**src/rtl/eprom_rd_pkg.sv**
```systemverilog
package eprom_rd_pkg;

    typedef enum logic [1:0] {
        ST_IDLE   = 2'd0,
        ST_ACCESS = 2'd1,
        ST_FLOAT  = 2'd2
    } seq_state_e;

    // access time of the selected grade, in ns
    function automatic int grade_acc_ns(input int grade);
        case (grade)
            0:       return 200;
            1:       return 250;
            2:       return 300;
            default: return 450;
        endcase
    endfunction

    // output-enable to data delay, in ns
    function automatic int grade_oe_ns(input int grade);
        return (grade <= 1) ? 100 : 150;
    endfunction

    // time for the outputs to float after release, in ns
    function automatic int grade_df_ns(input int grade);
        return (grade <= 1) ? 60 : 130;
    endfunction

    // round a delay up to whole clock cycles
    function automatic int ns_to_cyc(input int ns, input int clk_ns);
        return (ns + clk_ns - 1) / clk_ns;
    endfunction

endpackage

```
**src/rtl/eprom_ce_decode.sv**
```systemverilog
module eprom_ce_decode #(
    parameter int NUM_DEV = 3,
    parameter int IDX_W   = 2
) (
    input  logic             sel_en,
    input  logic [IDX_W-1:0] sel_idx,
    output logic [NUM_DEV-1:0] ce_n,
    output logic             hit
);

    logic [NUM_DEV-1:0] match;

    for (genvar i = 0; i < NUM_DEV; i++) begin : g_dev
        assign match[i] = (sel_idx == IDX_W'(i));
        assign ce_n[i]  = ~(sel_en & match[i]);
    end

    assign hit = |match;

endmodule

```
**src/rtl/eprom_rd_seq.sv**
```systemverilog
module eprom_rd_seq
    import eprom_rd_pkg::*;
#(
    parameter int ACC_CYC  = 13,
    parameter int LEAD_CYC = 8,
    parameter int DF_CYC   = 3,
    parameter int DEV_AW   = 12,
    parameter int IDX_W    = 2,
    parameter int DATA_W   = 8,
    localparam int ADDR_W  = DEV_AW + IDX_W,
    localparam int CNT_MAX = (ACC_CYC > DF_CYC) ? ACC_CYC : DF_CYC,
    localparam int CNT_W   = $clog2(CNT_MAX + 2)
) (
    input  logic              clk,
    input  logic              rst_n,
    input  logic              req_valid,
    input  logic [ADDR_W-1:0] req_addr,
    input  logic              hit,
    input  logic [DATA_W-1:0] mem_dq,
    output logic              req_ready,
    output logic              sel_en,
    output logic [IDX_W-1:0]  sel_idx,
    output logic [DEV_AW-1:0] mem_addr,
    output logic              mem_oe_n,
    output logic              rd_valid,
    output logic [DATA_W-1:0] rd_data
);

    typedef struct packed {
        seq_state_e        st;
        logic [CNT_W-1:0]  cnt;
        logic [IDX_W-1:0]  idx;
        logic [DEV_AW-1:0] addr;
        logic              sel;
        logic              oe_n;
        logic              vld;
        logic [DATA_W-1:0] data;
    } seq_regs_t;

    seq_regs_t r_d, r_q;

    always_comb begin
        r_d     = r_q;
        r_d.vld = 1'b0;
        case (r_q.st)
            ST_IDLE: begin
                if (req_valid) begin
                    r_d.st   = ST_ACCESS;
                    r_d.cnt  = '0;
                    r_d.idx  = req_addr[ADDR_W-1:DEV_AW];
                    r_d.addr = req_addr[DEV_AW-1:0];
                    r_d.sel  = 1'b1;
                    r_d.oe_n = (LEAD_CYC != 0);
                end
            end
            ST_ACCESS: begin
                if (r_q.cnt == CNT_W'(ACC_CYC)) begin
                    // access time has fully elapsed: take the byte, release bus
                    r_d.data = hit ? mem_dq : '1;
                    r_d.vld  = 1'b1;
                    r_d.sel  = 1'b0;
                    r_d.oe_n = 1'b1;
                    r_d.st   = ST_FLOAT;
                    r_d.cnt  = '0;
                end else begin
                    r_d.cnt = r_q.cnt + 1'b1;
                    if ((r_q.cnt + 1'b1) >= CNT_W'(LEAD_CYC)) begin
                        r_d.oe_n = 1'b0;
                    end
                end
            end
            ST_FLOAT: begin
                if (r_q.cnt == CNT_W'(DF_CYC - 1)) begin
                    r_d.st  = ST_IDLE;
                    r_d.cnt = '0;
                end else begin
                    r_d.cnt = r_q.cnt + 1'b1;
                end
            end
            default: begin
                r_d.st   = ST_IDLE;
                r_d.cnt  = '0;
                r_d.sel  = 1'b0;
                r_d.oe_n = 1'b1;
            end
        endcase
    end

    always_ff @(posedge clk or negedge rst_n) begin
        if (!rst_n) begin
            r_q <= '{st: ST_IDLE, cnt: '0, idx: '0, addr: '0,
                     sel: 1'b0, oe_n: 1'b1, vld: 1'b0, data: '0};
        end else begin
            r_q <= r_d;
        end
    end

    assign req_ready = (r_q.st == ST_IDLE);
    assign sel_en    = r_q.sel;
    assign sel_idx   = r_q.idx;
    assign mem_addr  = r_q.addr;
    assign mem_oe_n  = r_q.oe_n;
    assign rd_valid  = r_q.vld;
    assign rd_data   = r_q.data;

endmodule

```
**src/rtl/eprom_read_ctrl.sv**
```systemverilog
module eprom_read_ctrl
    import eprom_rd_pkg::*;
#(
    parameter int CLK_PERIOD_NS = 20,
    parameter int SPEED_GRADE   = 1,
    parameter int NUM_DEV       = 3,
    parameter int DEV_AW        = 12,
    parameter int DATA_W        = 8,
    localparam int IDX_W        = (NUM_DEV > 1) ? $clog2(NUM_DEV) : 1,
    localparam int ADDR_W       = DEV_AW + IDX_W
) (
    input  logic               clk,
    input  logic               rst_n,
    input  logic               req_valid,
    input  logic [ADDR_W-1:0]  req_addr,
    output logic               req_ready,
    output logic               rd_valid,
    output logic [DATA_W-1:0]  rd_data,
    output logic [DEV_AW-1:0]  mem_addr,
    output logic [NUM_DEV-1:0] mem_ce_n,
    output logic               mem_oe_n,
    input  logic [DATA_W-1:0]  mem_dq
);

    localparam int ACC_CYC  = ns_to_cyc(grade_acc_ns(SPEED_GRADE), CLK_PERIOD_NS);
    localparam int OE_CYC   = ns_to_cyc(grade_oe_ns(SPEED_GRADE), CLK_PERIOD_NS);
    localparam int LEAD_CYC = (ACC_CYC > OE_CYC) ? (ACC_CYC - OE_CYC) : 0;
    localparam int DF_RAW   = ns_to_cyc(grade_df_ns(SPEED_GRADE), CLK_PERIOD_NS);
    localparam int DF_CYC   = (DF_RAW < 1) ? 1 : DF_RAW;

    logic             sel_en;
    logic [IDX_W-1:0] sel_idx;
    logic             hit;

    eprom_rd_seq #(
        .ACC_CYC  (ACC_CYC),
        .LEAD_CYC (LEAD_CYC),
        .DF_CYC   (DF_CYC),
        .DEV_AW   (DEV_AW),
        .IDX_W    (IDX_W),
        .DATA_W   (DATA_W)
    ) u_seq (
        .clk       (clk),
        .rst_n     (rst_n),
        .req_valid (req_valid),
        .req_addr  (req_addr),
        .hit       (hit),
        .mem_dq    (mem_dq),
        .req_ready (req_ready),
        .sel_en    (sel_en),
        .sel_idx   (sel_idx),
        .mem_addr  (mem_addr),
        .mem_oe_n  (mem_oe_n),
        .rd_valid  (rd_valid),
        .rd_data   (rd_data)
    );

    eprom_ce_decode #(
        .NUM_DEV (NUM_DEV),
        .IDX_W   (IDX_W)
    ) u_dec (
        .sel_en  (sel_en),
        .sel_idx (sel_idx),
        .ce_n    (mem_ce_n),
        .hit     (hit)
    );

endmodule

```
**config.mk**
```make
export PLATFORM = sky130hd
export DESIGN_NAME = eprom_read_ctrl
export DESIGN_NICKNAME = d
export VERILOG_FILES = /design/src/rtl/eprom_rd_pkg.sv /design/src/rtl/eprom_ce_decode.sv /design/src/rtl/eprom_rd_seq.sv /design/src/rtl/eprom_read_ctrl.sv
export SDC_FILE = /design/constraint.sdc
export NUM_CORES = 1
export LEC_CHECK = 0
export CAP_MARGIN = 5
export CORE_MARGIN = 8
export CORE_UTILIZATION = 50
export DETAILED_ROUTE_END_ITERATION = 7
export DONT_BUFFER_PORTS = 1
export PLACE_DENSITY = 0.64
export SETUP_SLACK_MARGIN = 0.05
export SYNTH_ARGS = -nofsm -noshare
export SYNTH_HDL_FRONTEND = slang
export SYNTH_SLANG_ARGS = --single-unit
```
**constraint.sdc**
```tcl
create_clock -name clk -period 3.78 [get_ports clk]
set_input_delay 0.378 -clock clk [delete_from_list [all_inputs] [get_ports clk]]
set_output_delay 0.378 -clock clk [all_outputs]
set_load 0.01 [all_outputs]
```
Word level (Yosys, flattened, before mapping)
Index checks and enable logic that the tools add are counted.
- word-level logic and storage cells: 48
- output and inout port bits: 26
- input bits: 25
- register bits: 31
- multiplexer cells: 13
- $lt $le $gt $ge: 1
- $add $sub $neg: 1
- reduce and logical (&&, ||, !) cells: 8
- bitwise operators: 7
- eq/ne operators: 10
- operators with widths (operator ; number):
    2-to-1 mux 22 bit ; 1
    2-to-1 mux 9 bit ; 2
    case mux 6 bit (3 select lines) ; 1
    AND reduction 3 bit ; 3
    2-to-1 mux 4 bit ; 2
    2-to-1 mux 8 bit ; 1
    case mux 2 bit (3 select lines) ; 1
    adder 4 x 1 -> 4 bit (second input constant) ; 1
    == test 2 x 1 -> 1 bit (second input constant) ; 2
    == test 2 bit (second input constant) ; 2
    == test 4 x 2 -> 1 bit (second input constant) ; 1
    == test 4 bit (second input constant) ; 1
    greater-or-equal comparator 4 bit (second input constant) ; 1
    logical NOT 2 bit ; 2
    2-to-1 mux 2 bit ; 2
    != test 2 x 1 -> 1 bit (second input constant) ; 2
    NOT 1 bit ; 4
    AND reduction 2 bit ; 2
    AND 1 bit ; 3
    2-to-1 mux 1 bit ; 3
    != test 3 x 1 -> 1 bit (second input constant) ; 1
    OR reduction 3 bit ; 1
    != test 2 bit (second input constant) ; 1

Longest topological paths before layout
Gate-level depths: netlist of the first run.
- depth after elaboration: 5
- mapped depth: 5

By module
Synthesis of the first run repeated with hierarchy kept, for this count alone.
- cell total of the unflattened synthesis: 141
- area, all modules: 1544.0 sq um
- modules (own cells, without submodules) (module ; area an instance (sq um) ; instances ; cells each ; seq. area each (sq um)):
    eprom_rd_seq ; 1516.5 ; 1 ; 137 ; 777.0
    eprom_ce_decode ; 27.5 ; 1 ; 4 ; 0.0

Worst setup path before layout of the first run
Ideal clock, no wire load.
- kind: register -> register
- start: reg u_seq.r_q[29] in the netlist's numbering
- end: reg u_seq.r_q, in the netlist u_seq.mem_addr[0]
- slack: 2269 ps
- arrival time: 1386 ps
- required time: 3655 ps
- cell stages (with the launch flop): 6
- clock period less this slack: 1511 ps
- path buffers: 2
- path through: dfrtp_1 > nor2_1 > and2_1 > buf_2 > buf_4 > mux2_2
- longest elaborated chain between the ends: 2
- RTL lines (item ; line ; RTL):
    start: declaration ; eprom_rd_seq.sv:40 ; seq_regs_t r_d, r_q;
    start signal: assignment ; eprom_rd_seq.sv:91 ; r_q <= '{st: ST_IDLE, cnt: '0, idx: '0, addr: '0,
    start signal: assignment ; eprom_rd_seq.sv:94 ; r_q <= r_d;
    logical NOT 2 bit ; n/a ;
    named net req_ready ; eprom_read_ctrl.sv:16 ; output logic req_ready,
    AND reduction 2 bit (no line) ; n/a ;
The timed path passes the listed nets, and every way through them passes these cells.
A chain may end at the register's enable or synchronous reset.

Worst setup path in the final report of the first run
- start: reg u_seq.r_q[30] in the netlist's numbering
- end: reg u_seq.r_q, in the netlist u_seq.mem_addr[1]
The elaborated chain is that of the path after synthesis.

==> results of run 1 <==
[stage by stage]
stage / setup slack [ns] / util [%]
6_report: 1.84 / 49.1
5_1_grt: 1.69 / 49.1
4_1_cts: 1.82 / 49.1
3_5_place_dp: 1.85 / 46.2
3_3_place_gp: 1.89 / 46.2
2_1_floorplan: 2.27 / -
[what timing repair did]
action                    in CTS  in global routing
hold buffers                   2                  0
resized for setup              0                  0
hold endpoints to repair      31                  0
setup buffers                  0                  0
[per-layer routing]
layer / share of wire (%) / vias to the layer above / track usage (%) / routed length [um]
met2: 49 / 32 / 19.7 / 1420
met5: 0 / - / 0 / 0
met4: 1.8 / 0 / 5.54 / 52
li1: - / 424 / - / -
met3: 11 / 7 / 6.50 / 312
met1: 38 / 436 / 13.2 / 1110
[sequential cells by signal, summed over array words and instances, names as in the netlist]
register        cells
u_seq.mem_addr     12
u_seq.rd_data       8
u_seq.r_q           6
u_seq.sel_idx       2
u_seq.mem_oe_n      1
u_seq.rd_valid      1
u_seq.sel_en        1
[where the power goes]
part / switching, W / internal, W
registers: 0.000237 / 0.000496
logic: 0.000160 / 0.000200
clock network: 0.000117 / 0.0000710
total: 0.000514 / 0.000767
[cells in the final DEF (no fill, tap or decap), types with 2 or more instances in the layout]
| cell type | Yosys | final |
|---|---|---|
| a21o_1 | 2 | 2 |
| a21oi_1 | 17 | 17 |
| a31oi_1 | 2 | 2 |
| clkbuf_4 | 0 | 5 |
| clkinvlp_4 | 0 | 2 |
| dfrtp_1 | 30 | 30 |
| inv_1 | 3 | 3 |
| mux2_2 | 14 | 14 |
| nand2_1 | 2 | 2 |
| nand2b_1 | 4 | 4 |
| nand3b_1 | 3 | 3 |
| nor2_1 | 12 | 12 |
| nor2b_1 | 2 | 2 |
| o21ai_0 | 3 | 3 |
| o22ai_1 | 3 | 3 |
| or3_1 | 2 | 2 |
[worst paths after layout]
| kind | end | slack, ns | depth (start not counted) |
|---|---|---|---|
| worst max-delay path | u_seq.mem_addr[1]$_DFFE_PN0P_ | 1.84 | 3 |
| worst min-delay path | u_seq.mem_addr[5]$_DFFE_PN0P_ | 0.20 | 1 |
| worst max register to register | u_seq.mem_addr[1]$_DFFE_PN0P_ | 1.84 | 3 |
| worst min register to register | u_seq.mem_oe_n$_DFFE_PN1P_ | 0.52 | 2 |
| max in group asynchronous | u_seq.mem_oe_n$_DFFE_PN1P_ | 3.08 | 2 |
| min in group asynchronous | u_seq.r_q[28]$_DFFE_PN0P_ | 0.47 | 2 |
[kinds of logic (layout without fill, tap and decap cells)]
group | Yosys count | in the layout
buf+inv | 30 | 13
simple gates | 32 | 32
flops | 31 | 31
mux | 14 | 14
xor+xnor | 1 | 1
compound gates | 32 | 32
[Yosys cell counts]
master	n
dfrtp_1	30
buf_4	21
a21oi_1	17
mux2_2	14
nor2_1	12
nand2b_1	4
clkbuf_1	3
inv_1	3
nand3b_1	3
o21ai_0	3
o22ai_1	3
a21o_1	2
a31oi_1	2
buf_2	2
nand2_1	2
nor2b_1	2
or3_1	2
a211o_1	1
a21oi_2	1
a221oi_1	1
and2_1	1
and2b_1	1
and3_1	1
buf_6	1
dfstp_2	1
nand4b_2	1
nor2_2	1
nor3_1	1
nor3b_4	1
o21a_1	1
o31a_1	1
xnor2_1	1
[cell type report]
cell class / count / area, um2
Timing Repair Buffer: 2 / 30.0
Multi-Input combinational cell: 79 / 546
Sequential cell: 31 / 777
Inverter: 3 / 11.3
Tap cell: 33 / 41.3
Fill cell: 281 / 1520
Clock inverter: 3 / 20.0
Clock buffer: 5 / 37.5
==> flow_summary_export.csv, run 1 <==
group,metric,value,unit
outcome,status,"finished clean",
placement,gp_congestion,0.770,
worst_setup_path,cp.buffers_inverters,0,
die,dieArea,0.00507,mm2
yosys,syn_area,0.00152,mm2
yosys,synth_top_family_by_area,"buffers and inverters",
route,wl,2.90,mm
die,dieWidth,71.2,um
worst_setup_path,crit_family,"simple AND/OR/NAND/NOR gates",
placement,dp_hpwl,2.10,mm
worst_setup_path,startpoint,"u_seq.r_q[30]$_DFFE_PN0P_",
global_route,grt_max_degree,32,
global_route,overflow,0,
die,die_h,71.2,um
yosys,synthDistinctLibCells,32,
clock_tree,clockRootBuffer,"clkbuf_4",
yosys,synth_seq_area_share,51.0,%
global_route,grt_pass1_vias,978,
yosys,synth.area.top_cells,"dfrtp_1 49%, buf_4 10%, mux2_2 10%, a21oi_1 5.6%, nor2_1 3.0%",
global_route,antenna_found_initial,0,
finish,layout.cells.non_filler,156,
yosys,yosysWarningCount,0,
yosys,synth_nets,165,
worst_setup_path,endpoint_kind,"register",
job,drv_cap,0,
timing,worst_slew_pin_slew,0.720,ns
worst_setup_path,cp_max_fo,15,
timing,slew_headroom,52.0,%
route,drc,0,
route,vias,899,
route,drt_first_iter_violations,43,
min_path,hp-start,"req_addr[5]",
yosys,synth_area_leader_cell,"dfrtp_1",
clock_tree,cts.path.max_buffers,2,
worst_setup_path,cpPeakStageDelay,0.59,ns
die,num_io_pins,51,
timing,finalMaxSlewViolations,0,
route,antenna_left,0,
route,viasPerCell,5.76,
timing,finalCritPeriodShare,51.2,%
power_and_ir_drop,leakage,0.614,nW
worst_setup_path,worst-endpoint-arrival,2.15,ns
timing,final-setup-viol-count,0,
yosys,avgSynthCellArea,10.9,um2
yosys,synthMuxAreaShare,10.3,%
die,std_cell_rows,20,
die,coreArea,0.00298,mm2
clock_tree,cts_made_buffers,5,
finish,drive_above_1_share,22.8,%
clock_tree,clk-insertion-delay-late,0.33,ns
min_path,hold_path_class,"input port to register",
worst_setup_path,crit_required,3.99,ns
power_and_ir_drop,peakVddDrop,0.000361,V
yosys,synth_top_cell_area_share,49.3,%
finish,syn_to_final_growth,-4.02,%
clock_tree,cts_max_level,2,
route,wl_per_cell,18.6,um
power_and_ir_drop,power.density,876,mW/mm2
global_route,grt.total_usage,12.3,%
global_route,grt_pass1_wl,4.92,mm
placement,io_buffer_count,0,
worst_setup_path,criticalPathCategory,"register to register",
clock_tree,path_clk_slew,0.11,ns
clock_tree,cts_sinks,31,
timing,setup_tns,0,ns
yosys,syn-instance-count,140,
route,dr.pass1.iters,4,
finish,postLayoutCellArea,0.00146,mm2
power_and_ir_drop,p_total,0.00128,W
timing,hold_viol_final,0,
timing,hold_slack,0.197,ns
yosys,yosys_register_bits,31,
clock_tree,cts_tree,"built",
placement,place_area,0.00138,mm2
worst_setup_path,startpoint_type,"register",
yosys,synthAdderAreaFrac,0,%
worst_setup_path,r2r_start,"u_seq.r_q[30]$_DFFE_PN0P_",
die,initial_utilization,51.2,%
timing,grt_setup_unrepaired,"false",
yosys,synth-xor-area-share,0.575,%
worst_setup_path,crit_chain,"nor2_1, and2_1, mux2_2",
timing,clock_skew,0.0114,ns
finish,nets,147,
yosys,synth-compound-area-share,12.4,%
yosys,synth-simple-area-share,12.5,%
timing,fmax,516,MHz
worst_setup_path,cpMaxStageDelayCell,"and2_1",
timing,fin_crit,1.94,ns
finish,diodes,0,
placement,place_inst,146,
Power figures use the tool's default switching activity.
==> run 2: changes to the inputs <==
Clock period 3.78 ns to 1.8 ns, I/O delays scaled along.
==> run 2 against run 1 <==
Effect of this change: design area increased by 12%; critical path depth decreased by 2; setup slack got worse by 1.6 ns; wire length increased by 3.4%; power increased by 110%; cell count increased by 12%; register-to-register slack got worse by 1.5 ns; core utilization increased by 5.7 points; combinational power increased by 140%; sequential cell count unchanged; die area unchanged; largest power group unchanged.
==> flow_summary_export.csv, run 2 (synthesis gave the netlist of run 1 again) <==
group,metric,value,unit
outcome,status,"finished clean",
clock_tree,cts_setup_buffers,0,
route,antenna_left,0,
worst_setup_path,criticalPathCategory,"register to output pin",
clock_tree,cts_made_buffers,5,
clock_tree,cts_sinks,31,
worst_setup_path,cp.buffers_inverters,0,
worst_setup_path,cpPeakStageDelay,0.52,ns
global_route,grt_pass1_vias,1041,
die,dieArea,0.00507,mm2
finish,layout.cells.non_filler,175,
die,die_h,71.2,um
finish,largest_reg_flops,12,
timing,finalMaxSlewViolations,0,
global_route,overflow,0,
route,drt_first_iter_violations,55,
timing,fmax,663,MHz
die,num_io_pins,51,
worst_setup_path,endpoint_kind,"output pin",
clock_tree,cts_tree,"built",
min_path,hold_path_class,"input port to register",
route,drc,0,
route,viasPerCell,5.50,
clock_tree,cts.path.max_buffers,2,
route,dr.pass1.iters,4,
clock_tree,clk-insertion-delay-late,0.33,ns
power_and_ir_drop,leakage,0.700,nW
placement,place_inst,151,
placement,io_buffer_count,0,
timing,worst_slew_pin_slew,0.368,ns
route,vias,963,
worst_setup_path,startpoint,"u_seq.sel_idx[1]$_DFFE_PN0P_",
global_route,grt_pass1_wl,5.05,mm
die,coreArea,0.00298,mm2
worst_setup_path,cp_max_fo,12,
clock_tree,clockRootBuffer,"clkbuf_4",
die,initial_utilization,51.2,%
die,dieWidth,71.2,um
clock_tree,path_clk_slew,0.09,ns
finish,drive_above_1_share,21.8,%
worst_setup_path,crit_family,"flip-flops",
finish,final_cell_mix,"30 x dfrtp_1, 17 x a21oi_1, 15 x dlygate4sd3_1",
power_and_ir_drop,power.density,1680,mW/mm2
global_route,antenna_found_initial,0,
worst_setup_path,crit_chain,"or3_1",
power_and_ir_drop,peakVddDrop,0.000805,V
finish,final_common_cell,"dfrtp_1",
timing,slew_headroom,75.5,%
placement,dp_hpwl,2.11,mm
timing,grt_setup_unrepaired,"false",
finish,diodes,0,
job,drv_cap,0,
worst_setup_path,r2r_start,"u_seq.r_q[29]$_DFFE_PN0P_",
worst_setup_path,crit_required,1.62,ns
worst_setup_path,cpMaxStageDelayCell,"dfrtp_1",
clock_tree,cts_max_level,2,
global_route,grt.total_usage,12.8,%
min_path,hp-start,"mem_dq[0]",
timing,final-setup-viol-count,0,
timing,clock_skew,0.00560,ns
route,wl,3.00,mm
finish,nets,166,
global_route,grt_max_degree,32,
timing,setup_tns,0,ns
die,std_cell_rows,20,
finish,syn_to_final_growth,7.14,%
worst_setup_path,worst-endpoint-arrival,1.33,ns
timing,finalCritPeriodShare,83.8,%
worst_setup_path,startpoint_type,"register",
route,wl_per_cell,17.1,um
timing,hold_viol_final,0,
placement,gp_congestion,0.755,
timing,fin_crit,1.51,ns
run 2: cell types whose count changed in the layout (fill, tap and decap cells not counted):
cell,before,now
buf_4,0,5
clkbuf_1,0,2
clkinvlp_4,2,0
dlygate4sd3_1,1,15
run 2: repair_timing:
action	CTS	global route
hold buffers	16	0
gates resized for setup	0	0
endpoints found under the hold margin	45	0
run 2: final cells by class:
cell class	count	area (um2)
Multi-Input combinational cell	79	546
Clock buffer	7	45.0
Timing Repair Buffer	21	208
Fill cell	270	1350
Tap cell	33	41.3
Clock inverter	1	5.00
Sequential cell	31	777
Inverter	3	11.3
run 2: final timing paths:
check                                                end  slack, ns  cells past startpoint
min in group asynchronous      u_seq.r_q[28]$_DFFE_PN0P_       0.28                      2
setup reg to reg           u_seq.mem_addr[9]$_DFFE_PN0P_       0.35                      4
hold / removal              u_seq.rd_data[0]$_DFFE_PN0P_       0.03                      2
setup / recovery                             mem_ce_n[0]       0.29                      1
hold reg to reg               u_seq.mem_oe_n$_DFFE_PN1P_       0.51                      2
max in group asynchronous     u_seq.mem_oe_n$_DFFE_PN1P_       1.29                      2
run 2: metrics by stage:
stage	hold WS [ns]	utilization (%)	instance area, um2	worst slack (ns)	total power (W)
after CTS	0.0151	54.8	1630	0.265	0.00278
final	0.0281	54.8	1630	0.292	0.00274
after floorplan	-0.116	-	1520	0.289	0.00243
after detailed placement	-0.114	47.4	1410	0.377	0.00234
after global routing	0.0138	54.8	1630	0.217	0.00296
after global placement	-0.114	47.4	1410	0.415	0.00230
run 2: report_power, final:
part / internal (W) / switching [W] / leakage (nW)
Combinational: 0.000479 / 0.000369 / 0.303
Sequential: 0.00104 / 0.000468 / 0.367
Clock: 0.000152 / 0.000230 / 0.0293
run 2: metal layers:
layer	vias up	wire length, um	GRT usage, %
met4	0	47	4.85
met1	451	1220	14.1
met2	42	1420	19.4
li1	465	-	-
met5	-	0	0
met3	5	303	8.19
==> run 3: changes to the inputs <==
Settings changed: ABC_AREA from default to 1, PLACE_DENSITY 0.64 to 0.67.
Clock period 1.8 ns to 1.2 ns, I/O delays scaled along.
==> run 3 against run 2 <==
Effect of this change: the flow now finishes with violations (negative setup slack); setup slack lost 0.30 ns; critical path depth rose by 1; critical endpoint is now req_ready; count of clock-buffer cells in the layout down 1; wire length grew 23%; area after synthesis grew 0.66%; register-to-register slack lost 0.35 ns; power grew 71%.
==> flow_summary_export.csv, run 3 <==
group,metric,value,unit
min_path,holdPathStages,3,
route,wl_per_cell,15.7,um
placement,dp_hpwl,2.35,mm
finish,layout.cells.non_filler,235,
worst_setup_path,cp_max_fo,13,
global_route,antenna_found_initial,0,
worst_setup_path,reg2reg_depth,6,
worst_setup_path,crit_required,1.08,ns
global_route,overflow,0,
outcome,violations,"negative setup slack",
clock_tree,clockRootBuffer,"clkbuf_4",
power_and_ir_drop,p_sw_share,41.7,%
placement,dp_slack,0.0117,ns
die,coreArea,0.00298,mm2
die,dieArea,0.00510,mm2
route,dr.pass1.iters,4,
yosys,synthDistinctLibCells,18,
die,die_h,71.4,um
clock_tree,cts_sinks,31,
die,num_io_pins,51,
yosys,synth_top_cell_area_share,48.9,%
clock_tree,cts_tree,"built",
route,viasPerCell,5.14,
timing,setup_ws,-0.00529,ns
yosys,synth-edff-count,0,
yosys,yosysWarningCount,0,
finish,drive_above_1_share,16.8,%
clock_tree,clk-insertion-delay-late,0.34,ns
global_route,grt_pass1_vias,1221,
clock_tree,cts_made_buffers,5,
outcome,status,"finished, violations left",
clock_tree,cts.path.max_buffers,2,
power_and_ir_drop,leakage,0.953,nW
job,drv_cap,0,
yosys,syn_area,0.00153,mm2
power_and_ir_drop,peakVddDrop,0.00131,V
timing,fin_crit,1.21,ns
yosys,yosysMostFrequentCell,"nand2_1",
finish,syn_to_final_growth,21.4,%
clock_tree,cts_max_level,2,
min_path,hold_end,"u_seq.r_q[25]$_DFFE_PN0P_",
clock_tree,path_clk_slew,0.11,ns
route,drt_first_iter_violations,65,
timing,worst_slew_pin_slew,0.414,ns
finish,final_core_util,62.5,%
worst_setup_path,worst-endpoint-arrival,1.09,ns
min_path,hp-start,"req_valid",
power_and_ir_drop,seqPwrFrac,45.1,%
route,wl,3.70,mm
power_and_ir_drop,comb_power_share,36.7,%
timing,setup_tns,-0.00529,ns
global_route,grt_max_degree,32,
timing,clock_skew,0.0172,ns
min_path,hold_path_class,"input port to register",
worst_setup_path,endpoint_kind,"output pin",
placement,place_inst,197,
timing,fmax,830,MHz
yosys,yosys-top-cells-count,"68 x nand2_1, 30 x dfrtp_1, 24 x nand3_1",
worst_setup_path,r2r_end,"u_seq.rd_data[3]$_DFFE_PN0P_",
yosys,syn-instance-count,183,
timing,slew_headroom,72.3,%
timing,finalMaxSlewViolations,0,
finish,diodes,0,
yosys,ys_async_sr_fraction,100,%
yosys,synth.area.top_cells,"dfrtp_1 49%, nand2_1 17%, buf_4 10%, nand3_1 7.8%, o21ai_0 2.9%",
power_and_ir_drop,p_clk_share,18.2,%
die,initial_utilization,51.5,%
die,dieWidth,71.4,um
yosys,synthFlopType,"dfrtp_1",
finish,largest_reg_flops,12,
finish,nets,226,
finish,final_common_cell,"nand2_1",
yosys,avgSynthCellArea,8.38,um2
worst_setup_path,r2r_start,"u_seq.r_q[26]$_DFFE_PN0P_",
timing,hold_viol_final,0,
finish,final_cell_mix,"66 x nand2_1, 28 x dfrtp_1, 24 x dlygate4sd3_1",
route,drc,0,
yosys,synth_nets,208,
route,antenna_left,0,
global_route,grt_pass1_wl,5.58,mm
power_and_ir_drop,power.density,2520,mW/mm2
worst_setup_path,startpoint_type,"register",
yosys,yosys_register_bits,31,
power_and_ir_drop,switching_power,0.00196,W
yosys,synth_area_leader_cell,"dfrtp_1",
power_and_ir_drop,p_int,0.00273,W
placement,gp_congestion,0.809,
global_route,grt.total_usage,14.1,%
route,vias,1209,
timing,finalCritPeriodShare,100,%
placement,io_buffer_count,0,
worst_setup_path,r2r_setup_slack,0,ns
timing,grt_setup_unrepaired,"true",
timing,final-setup-viol-count,1,
worst_setup_path,criticalPathCategory,"register to output pin",
yosys,synth_seq_area_share,50.7,%
die,std_cell_rows,20,
## run 3: worst max-delay path by stage
stage                               from                            to
6_report       u_seq.r_q[29]$_DFFE_PN0P_                     req_ready
5_1_grt        u_seq.r_q[26]$_DFFE_PN0P_  u_seq.rd_data[3]$_DFFE_PN0P_
4_1_cts        u_seq.r_q[29]$_DFFE_PN0P_                     req_ready
3_5_place_dp   u_seq.r_q[30]$_DFFE_PN0P_  u_seq.rd_data[3]$_DFFE_PN0P_
3_3_place_gp   u_seq.r_q[30]$_DFFE_PN0P_  u_seq.rd_data[4]$_DFFE_PN0P_
2_1_floorplan  u_seq.r_q[26]$_DFFE_PN0P_  u_seq.rd_data[0]$_DFFE_PN0P_
## run 3: worst max-delay path, stage by stage, from the launching register on
cell	delay (ns)
dfrtp_1	0.43
nor2_4	0.16
buf_8	0.16
## run 3: stage by stage
step / total power, W / hold slack, ns / instance area (um2)
after floorplan: 0.00352 / -0.176 / 1530
after global placement: 0.00342 / -0.175 / 1440
after detailed placement: 0.00353 / -0.174 / 1440
after CTS: 0.00455 / 0.0723 / 1810
after global routing: 0.00503 / 0.113 / 1860
final: 0.00469 / 0.101 / 1860
## run 3: timing repair
action                     CTS  global route
setup buffers                0             4
pin swaps                    1             0
setup endpoints to repair    9            26
hold endpoints to repair    53             0
gates cloned                 1             0
gates resized for setup      5             7
hold buffers                25             0
## run 3: logic make-up after synthesis
kind of cell | Yosys count | share of synthesized area [%]
buffers and inverters | 38 | 14.8
AOI/OAI and AO/OA | 12 | 4.08
DFF | 31 | 50.7
and+or+nand+nor | 102 | 30.4
## run 3: power groups by stage
stage	clock [W]	sequential (W)	combinational [W]
after floorplan	0	0.00183	0.00169
after global placement	0	0.00211	0.00131
after detailed placement	0	0.00213	0.00139
after CTS	0.000869	0.00212	0.00156
after global routing	0.000904	0.00217	0.00196
final	0.000853	0.00212	0.00172
## run 3: cell type report
cell class / instances / area, um2
clock buffers: 6 / 51.3
clock inverters: 2 / 35.0
fillers: 241 / 1120
inverters: 14 / 60.1
multi-input cells: 115 / 556
flip-flops and latches: 31 / 779
well taps: 33 / 41.3
repair buffers: 34 / 339
## run 3: metal layers
metal | up-vias | GRT usage (%) | part of all wire [%]
met3 | 13 | 4.88 | 7.6
met5 | - | 0 | 0
met4 | 0 | 9.24 | 3.5
met1 | 555 | 14.0 | 36
met2 | 50 | 24.5 | 53
li1 | 591 | - | -
